### src/rtl/cmc_pkg.sv
// Package: shared defaults and a width helper for the group corrector.
// Assumes: counts are unsigned and never exceed the vector they count.
package cmc_pkg;
    localparam int DEF_ROWS = 4;
    localparam int DEF_SYMS = 8;
    localparam int DEF_SYMW = 4;

    // Bits needed to hold a count of 0..n.
    function automatic int cnt_width(input int n);
        return $clog2(n + 1);
    endfunction
endpackage

### src/rtl/cmc_syndrome.sv
// Module: re-encodes the read group and compares it with the stored check bits.
// Assumes: row r at data[r*COLS +: COLS]; lane j of a row is every column with c mod SYMW = j.
module cmc_syndrome #(
    parameter int ROWS = cmc_pkg::DEF_ROWS,
    parameter int SYMS = cmc_pkg::DEF_SYMS,
    parameter int SYMW = cmc_pkg::DEF_SYMW,
    localparam int COLS = SYMS * SYMW,
    localparam int TOT  = ROWS * COLS,
    localparam int HPW  = ROWS * SYMW
) (
    input  logic [TOT-1:0]  data,
    input  logic [HPW-1:0]  hpar,
    input  logic [COLS-1:0] vpar,
    output logic [HPW-1:0]  hsyn,
    output logic [COLS-1:0] vsyn
);
    logic [HPW-1:0]  h_re;
    logic [COLS-1:0] v_re;

    // Recompute lane parity per row and column parity over all rows.
    always_comb begin
        h_re = '0;
        v_re = '0;
        for (int r = 0; r < ROWS; r++) begin
            for (int c = 0; c < COLS; c++) begin
                h_re[r*SYMW + (c % SYMW)] = h_re[r*SYMW + (c % SYMW)] ^ data[r*COLS + c];
                v_re[c] = v_re[c] ^ data[r*COLS + c];
            end
        end
    end

    // Mismatch between stored and recomputed check bits.
    assign hsyn = hpar ^ h_re;
    assign vsyn = vpar ^ v_re;
endmodule

### src/rtl/cmc_predictor.sv
// Module: counts set syndrome bits to predict the upset size.
// Assumes: output is {horizontal count, vertical count}.
module cmc_predictor #(
    parameter int HPW = 16,
    parameter int COLS = 32,
    localparam int HCW = cmc_pkg::cnt_width(HPW),
    localparam int VCW = cmc_pkg::cnt_width(COLS)
) (
    input  logic [HPW-1:0]     hsyn,
    input  logic [COLS-1:0]    vsyn,
    output logic [HCW+VCW-1:0] pred
);
    logic [HCW-1:0] hcnt;
    logic [VCW-1:0] vcnt;

    // Ones count of each syndrome.
    always_comb begin
        hcnt = '0;
        vcnt = '0;
        for (int i = 0; i < HPW; i++)  hcnt = hcnt + HCW'(hsyn[i]);
        for (int i = 0; i < COLS; i++) vcnt = vcnt + VCW'(vsyn[i]);
    end

    assign pred = {hcnt, vcnt};
endmodule

### src/rtl/cmc_locator.sv
// Module: turns the two syndromes into a flip mask over the group.
// Assumes: both set -> cross of column and row lane; vertical only -> row 0;
// horizontal only -> lane bit of the top symbol in each flagged row.
module cmc_locator #(
    parameter int ROWS = cmc_pkg::DEF_ROWS,
    parameter int SYMS = cmc_pkg::DEF_SYMS,
    parameter int SYMW = cmc_pkg::DEF_SYMW,
    localparam int COLS = SYMS * SYMW,
    localparam int TOT  = ROWS * COLS,
    localparam int HPW  = ROWS * SYMW
) (
    input  logic [HPW-1:0]  hsyn,
    input  logic [COLS-1:0] vsyn,
    output logic [TOT-1:0]  mask
);
    logic h_any, v_any;
    assign h_any = |hsyn;
    assign v_any = |vsyn;

    // Select the location rule from which syndromes are active.
    always_comb begin
        mask = '0;
        for (int r = 0; r < ROWS; r++) begin
            for (int c = 0; c < COLS; c++) begin
                if (h_any && v_any)
                    mask[r*COLS + c] = vsyn[c] & hsyn[r*SYMW + (c % SYMW)];
                else if (v_any)
                    mask[r*COLS + c] = (r == 0) & vsyn[c];
                else if (h_any)
                    mask[r*COLS + c] = (c >= COLS - SYMW) & hsyn[r*SYMW + (c % SYMW)];
            end
        end
    end
endmodule

### src/rtl/cmc_group_corrector.sv
// Module: top of the read-path corrector; syndrome, predictor, locator, and a
// registered XOR corrector. Assumes check bits were written with the same rules.
module cmc_group_corrector #(
    parameter int ROWS = cmc_pkg::DEF_ROWS,
    parameter int SYMS = cmc_pkg::DEF_SYMS,
    parameter int SYMW = cmc_pkg::DEF_SYMW,
    localparam int COLS = SYMS * SYMW,
    localparam int TOT  = ROWS * COLS,
    localparam int HPW  = ROWS * SYMW,
    localparam int PW   = cmc_pkg::cnt_width(HPW) + cmc_pkg::cnt_width(COLS)
) (
    input  logic            clk,
    input  logic            rst_n,
    input  logic [TOT-1:0]  data_i,
    input  logic [HPW-1:0]  hpar_i,
    input  logic [COLS-1:0] vpar_i,
    output logic [TOT-1:0]  data_o,
    output logic            err_o,
    output logic [PW-1:0]   pred_o
);
    logic [HPW-1:0]  hsyn;
    logic [COLS-1:0] vsyn;
    logic [TOT-1:0]  mask;
    logic [PW-1:0]   pred;

    cmc_syndrome #(.ROWS(ROWS), .SYMS(SYMS), .SYMW(SYMW)) syn_i (
        .data(data_i), .hpar(hpar_i), .vpar(vpar_i), .hsyn(hsyn), .vsyn(vsyn)
    );

    cmc_predictor #(.HPW(HPW), .COLS(COLS)) pred_i (
        .hsyn(hsyn), .vsyn(vsyn), .pred(pred)
    );

    cmc_locator #(.ROWS(ROWS), .SYMS(SYMS), .SYMW(SYMW)) loc_i (
        .hsyn(hsyn), .vsyn(vsyn), .mask(mask)
    );

    // Output stage: apply the flip mask and register flag and prediction.
    always_ff @(posedge clk) begin
        if (!rst_n) begin
            data_o <= '0;
            err_o  <= 1'b0;
            pred_o <= '0;
        end else begin
            data_o <= data_i ^ mask;
            err_o  <= (|hsyn) | (|vsyn);
            pred_o <= pred;
        end
    end

    // any mismatch raises the flag on the next cycle.
    p_flag_follows_r3: assert property (@(posedge clk) disable iff (!rst_n)
        ((|hsyn) || (|vsyn)) |=> err_o);

    // a clean group passes through unchanged with zero prediction.
    p_clean_pass_r4: assert property (@(posedge clk) disable iff (!rst_n)
        ((hsyn == '0) && (vsyn == '0)) |=> (!err_o && pred_o == '0 && data_o == $past(data_i)));

    // no flag means no predicted upsets.
    p_pred_quiet_r5: assert property (@(posedge clk) disable iff (!rst_n)
        !err_o |-> (pred_o == '0));

    // vertical-only syndrome never touches rows above row 0.
    p_vonly_row0_r7: assert property (@(posedge clk) disable iff (!rst_n)
        ((hsyn == '0) && (|vsyn)) |-> (mask[TOT-1:COLS] == '0));

    // horizontal-only syndrome touches only the top symbol of each row.
    for (genvar r = 0; r < ROWS; r++) begin : g_honly_chk
        p_honly_top_r8: assert property (@(posedge clk) disable iff (!rst_n)
            ((vsyn == '0) && (|hsyn)) |-> (mask[r*COLS +: COLS-SYMW] == '0));
    end
endmodule

### config.mk
export PLATFORM = sky130hd
export DESIGN_NAME = cmc_group_corrector
export DESIGN_NICKNAME = d
export VERILOG_FILES = /design/src/rtl/cmc_pkg.sv /design/src/rtl/cmc_syndrome.sv /design/src/rtl/cmc_predictor.sv /design/src/rtl/cmc_locator.sv /design/src/rtl/cmc_group_corrector.sv
export SDC_FILE = /design/constraint.sdc
export NUM_CORES = 1
export LEC_CHECK = 0
export BUFFER_PORTS_ARGS = -buffer_cell sky130_fd_sc_hd__buf_2
export CORE_ASPECT_RATIO = 1.5
export CORE_MARGIN = 2
export CORE_UTILIZATION = 30
export CTS_CLUSTER_DIAMETER = 100
export DETAILED_ROUTE_END_ITERATION = 6
export PLACE_DENSITY = 0.59
export SLEW_MARGIN = 10
export SYNTH_ARGS = -nofsm -noshare
export SYNTH_HDL_FRONTEND = slang
export SYNTH_SLANG_ARGS = --single-unit
### constraint.sdc
create_clock -name clk -period 6.8 [get_ports clk]
set_clock_uncertainty 0.1 [all_clocks]
set_input_delay 0.34 -clock clk [delete_from_list [all_inputs] [get_ports clk]]
set_output_delay 0.34 -clock clk [all_outputs]
set_load 0.005 [all_outputs]
==> out/qor.yml <==
netlist_area_um2: 9750
crit_family: "adder cells"
slew_headroom: 0.225
cp_cell_sequence: "buf_2 > xor2_1 > xnor2_1 > xnor2_1 > inv_1 > ha_1 > inv_1 > fa_1 > inv_1 > fa_1 > fa_1 > fa_1 > inv_1 > fa_1 > fa_1 > fa_1 > fa_1 > inv_1 > a21o_1 > a21oi_1 > xnor2_1 > and2_1"
syn_area_per_cell_um2: 10.3
yosysSeqAreaShare: 0.288
startpoint: "data_i[1]"
synthArstFlopShare: 0
crit_buf_inv: 6
swShare: 0.437
synthesis.nets: 1172
ys_ff_latch: 140
worst_pin_slew_ps: 1150
path_class: "input port to register"
endpoint_kind: "register"
cp_slowest_stage_delay_ps: 540
ys_warn_count: 0
finalCritPeriodShare: 0.896
fp.dieW_um: 151
grt_pass1_vias: 8180
die_area_um2: 34000
cp.depth: 22
finalMaxSlewViolations: 0
layout_setup_ws_ps: 704
synth_top_area_frac: 0.288
cts_hold_buf: 0
syn2layout_area_growth_pct: 28.2
clock_path_buffers: 2
comb_power_share: 0.719
grt_first_pass_wirelength_um: 48900
io_pins: 318
setup_tns_ps: 0
num_vias: 7757
crit_top_cell: "fa_1"
required_ps: 7040
antenna_found_initial: 4
cap_viol_max_count: 0
synth_area_leaders: "dfxtp_1 (29%), xnor2_1 (13%), xnor3_1 (9.2%)"
critPathSlowestCell: "fa_1"
cts_tree: "built"
status: "finished, final reports clean"
clock-sinks: 140
cell_internal_pwr_mw: 4.18
post_cts_buffers: 0
syn_inst: 944
vdd_ir_drop_max_mv: 0.872
start_util: 0.305
worst_ep_arrival_time_ps: 6330
min_period_ps: 6100
grt_max_degree: 91
cts_made_buffers: 17
drt-initial-drc-count: 319
grt_overflow: 0
ctsHtreeMaxLevel: 4
yosys.area.top_type: "dfxtp_1"
wirelength_um: 33400
routedWlPerCell_um: 19.6
finalSetupViolations: 0
clkTransAtPathRegs_ps: 60
grt.total_usage: 0.199
cp_max_fo: 4
place_congestion: 0.849
via_per_inst: 4.56
synth_cell_types: 41
rows: 80
p_clk_frac: 0.130
portBuffers: 317
synth-edff-count: 0
drive_above_1_share: 0.319
crit_end: "pred_o[4]"
max_freq_mhz: 164
die_y_um: 225
core_um2: 31900
nets: 1501
hpwlAfterDp_um: 26800
hold_class: "input port to register"
hold_viol_final: 0
leakage_nw: 5.95
cp-start-kind: "input port"
cts_resized: 0
root_buffer: "clkbuf_16"
dp_slack_ps: 269
p_seq_frac: 0.150
synthFlopType: "dfxtp_1"
cellPowerDensity_nw_per_um2: 595
switching_power_mw: 3.25
firstDrtPassIters: 4
rsz0062_at_grt: "no"
drc: 0
ant_nets: 0
worst min-delay path by stage:
stage	start	end	cells after the start
global route	data_i[7]	data_o[7]	3
detailed placement	data_i[11]	data_o[11]	3
CTS	data_i[3]	data_o[3]	3
floorplan	data_i[11]	data_o[11]	2
global placement	data_i[11]	data_o[11]	3
finish	data_i[3]	data_o[3]	3
Yosys cell counts, types with 16 or more instances:
library cell,instances
xnor3_1,40
xnor2_2,22
clkbuf_1,30
a21boi_1,17
xor2_1,79
fa_1,34
a21boi_0,37
or3_1,53
ha_1,16
dfxtp_1,140
xnor2_1,140
inv_1,62
o21ai_0,52
and2_1,73
nor3_1,62
registers in the layout (all words and copies together) (netlist names):
| register | flops |
|---|---|
| data_o | 128 |
| err_o | 1 |
| pred_o | 11 |
cell families (layout without fill, tap and decap cells):
kind of cell	after synthesis	count (layout)	synth area share
AND/OR/NAND/NOR	237	237	0.147
XOR/XNOR	288	288	0.345
flip-flops	140	140	0.288
AO/OA/AOI/OAI	125	125	0.0824
buffers and inverters	100	442	0.0434
other	0	4	0
multiplexers	4	4	0.00411
adder cells (fa/ha/maj)	50	50	0.0904
final cells by class:
class	count	area, um^2
Antenna cell	4	10.0
Clock buffer	20	447
Clock inverter	12	146
Fill cell	3262	19400
Inverter	62	233
Multi-Input combinational cell	704	6520
Sequential cell	140	2800
Tap cell	410	513
Timing Repair Buffer	348	1820
cells in the final DEF (no fill, tap or decap), drive strengths merged, types with 5 or more instances in the layout:
cell type	Yosys	final
fa	34	34
and2	74	74
nor2b	8	8
a21oi	5	5
nor2	5	5
inv	62	62
or3	53	53
buf	8	348
ha	16	16
nand4	7	7
xnor2	167	167
xnor3	40	40
xor2	79	79
nand2b	5	5
nand2	8	8
dfxtp	140	140
clkinv	0	6
o21ai	52	52
nor3	62	62
clkbuf	30	20
a21boi	54	54
routing by layer:
metal,track usage,vias up,share of wire
met5,0,-,0
met4,0.0814,0,0.029
met3,0.0349,44,0.028
met2,0.380,172,0.57
met1,0.211,3761,0.38
li1,-,3780,-
stage by stage:
step                      instance area, um^2  std cells  utilization  hold slack (ps)  total power, mW
after CTS                               12500       1696        0.391             40.5             7.54
after global placement                  11900       1664        0.372              533             6.31
after global routing                    12500       1700        0.391             62.0             8.26
final                                   12500       1700        0.391             74.4             7.43
after floorplan                          9750        944            -              379             5.12
after detailed placement                11900       1664        0.372              536             6.52
power by group through the flow:
stage               Sequential [mW]  Clock (mW)  Combinational [mW]
floorplan                      1.15           0                3.97
global placement               1.14           0                5.18
detailed placement             1.14           0                5.39
CTS                            1.12       0.999                5.42
global route                   1.13        1.03                6.10
finish                         1.12       0.969                5.35
worst min-delay path, cell delays in order:
cell,delay [ps]
buf_2,120
nand2_1,50
mux2i_1,50
(Power assumes the default switching activity.)
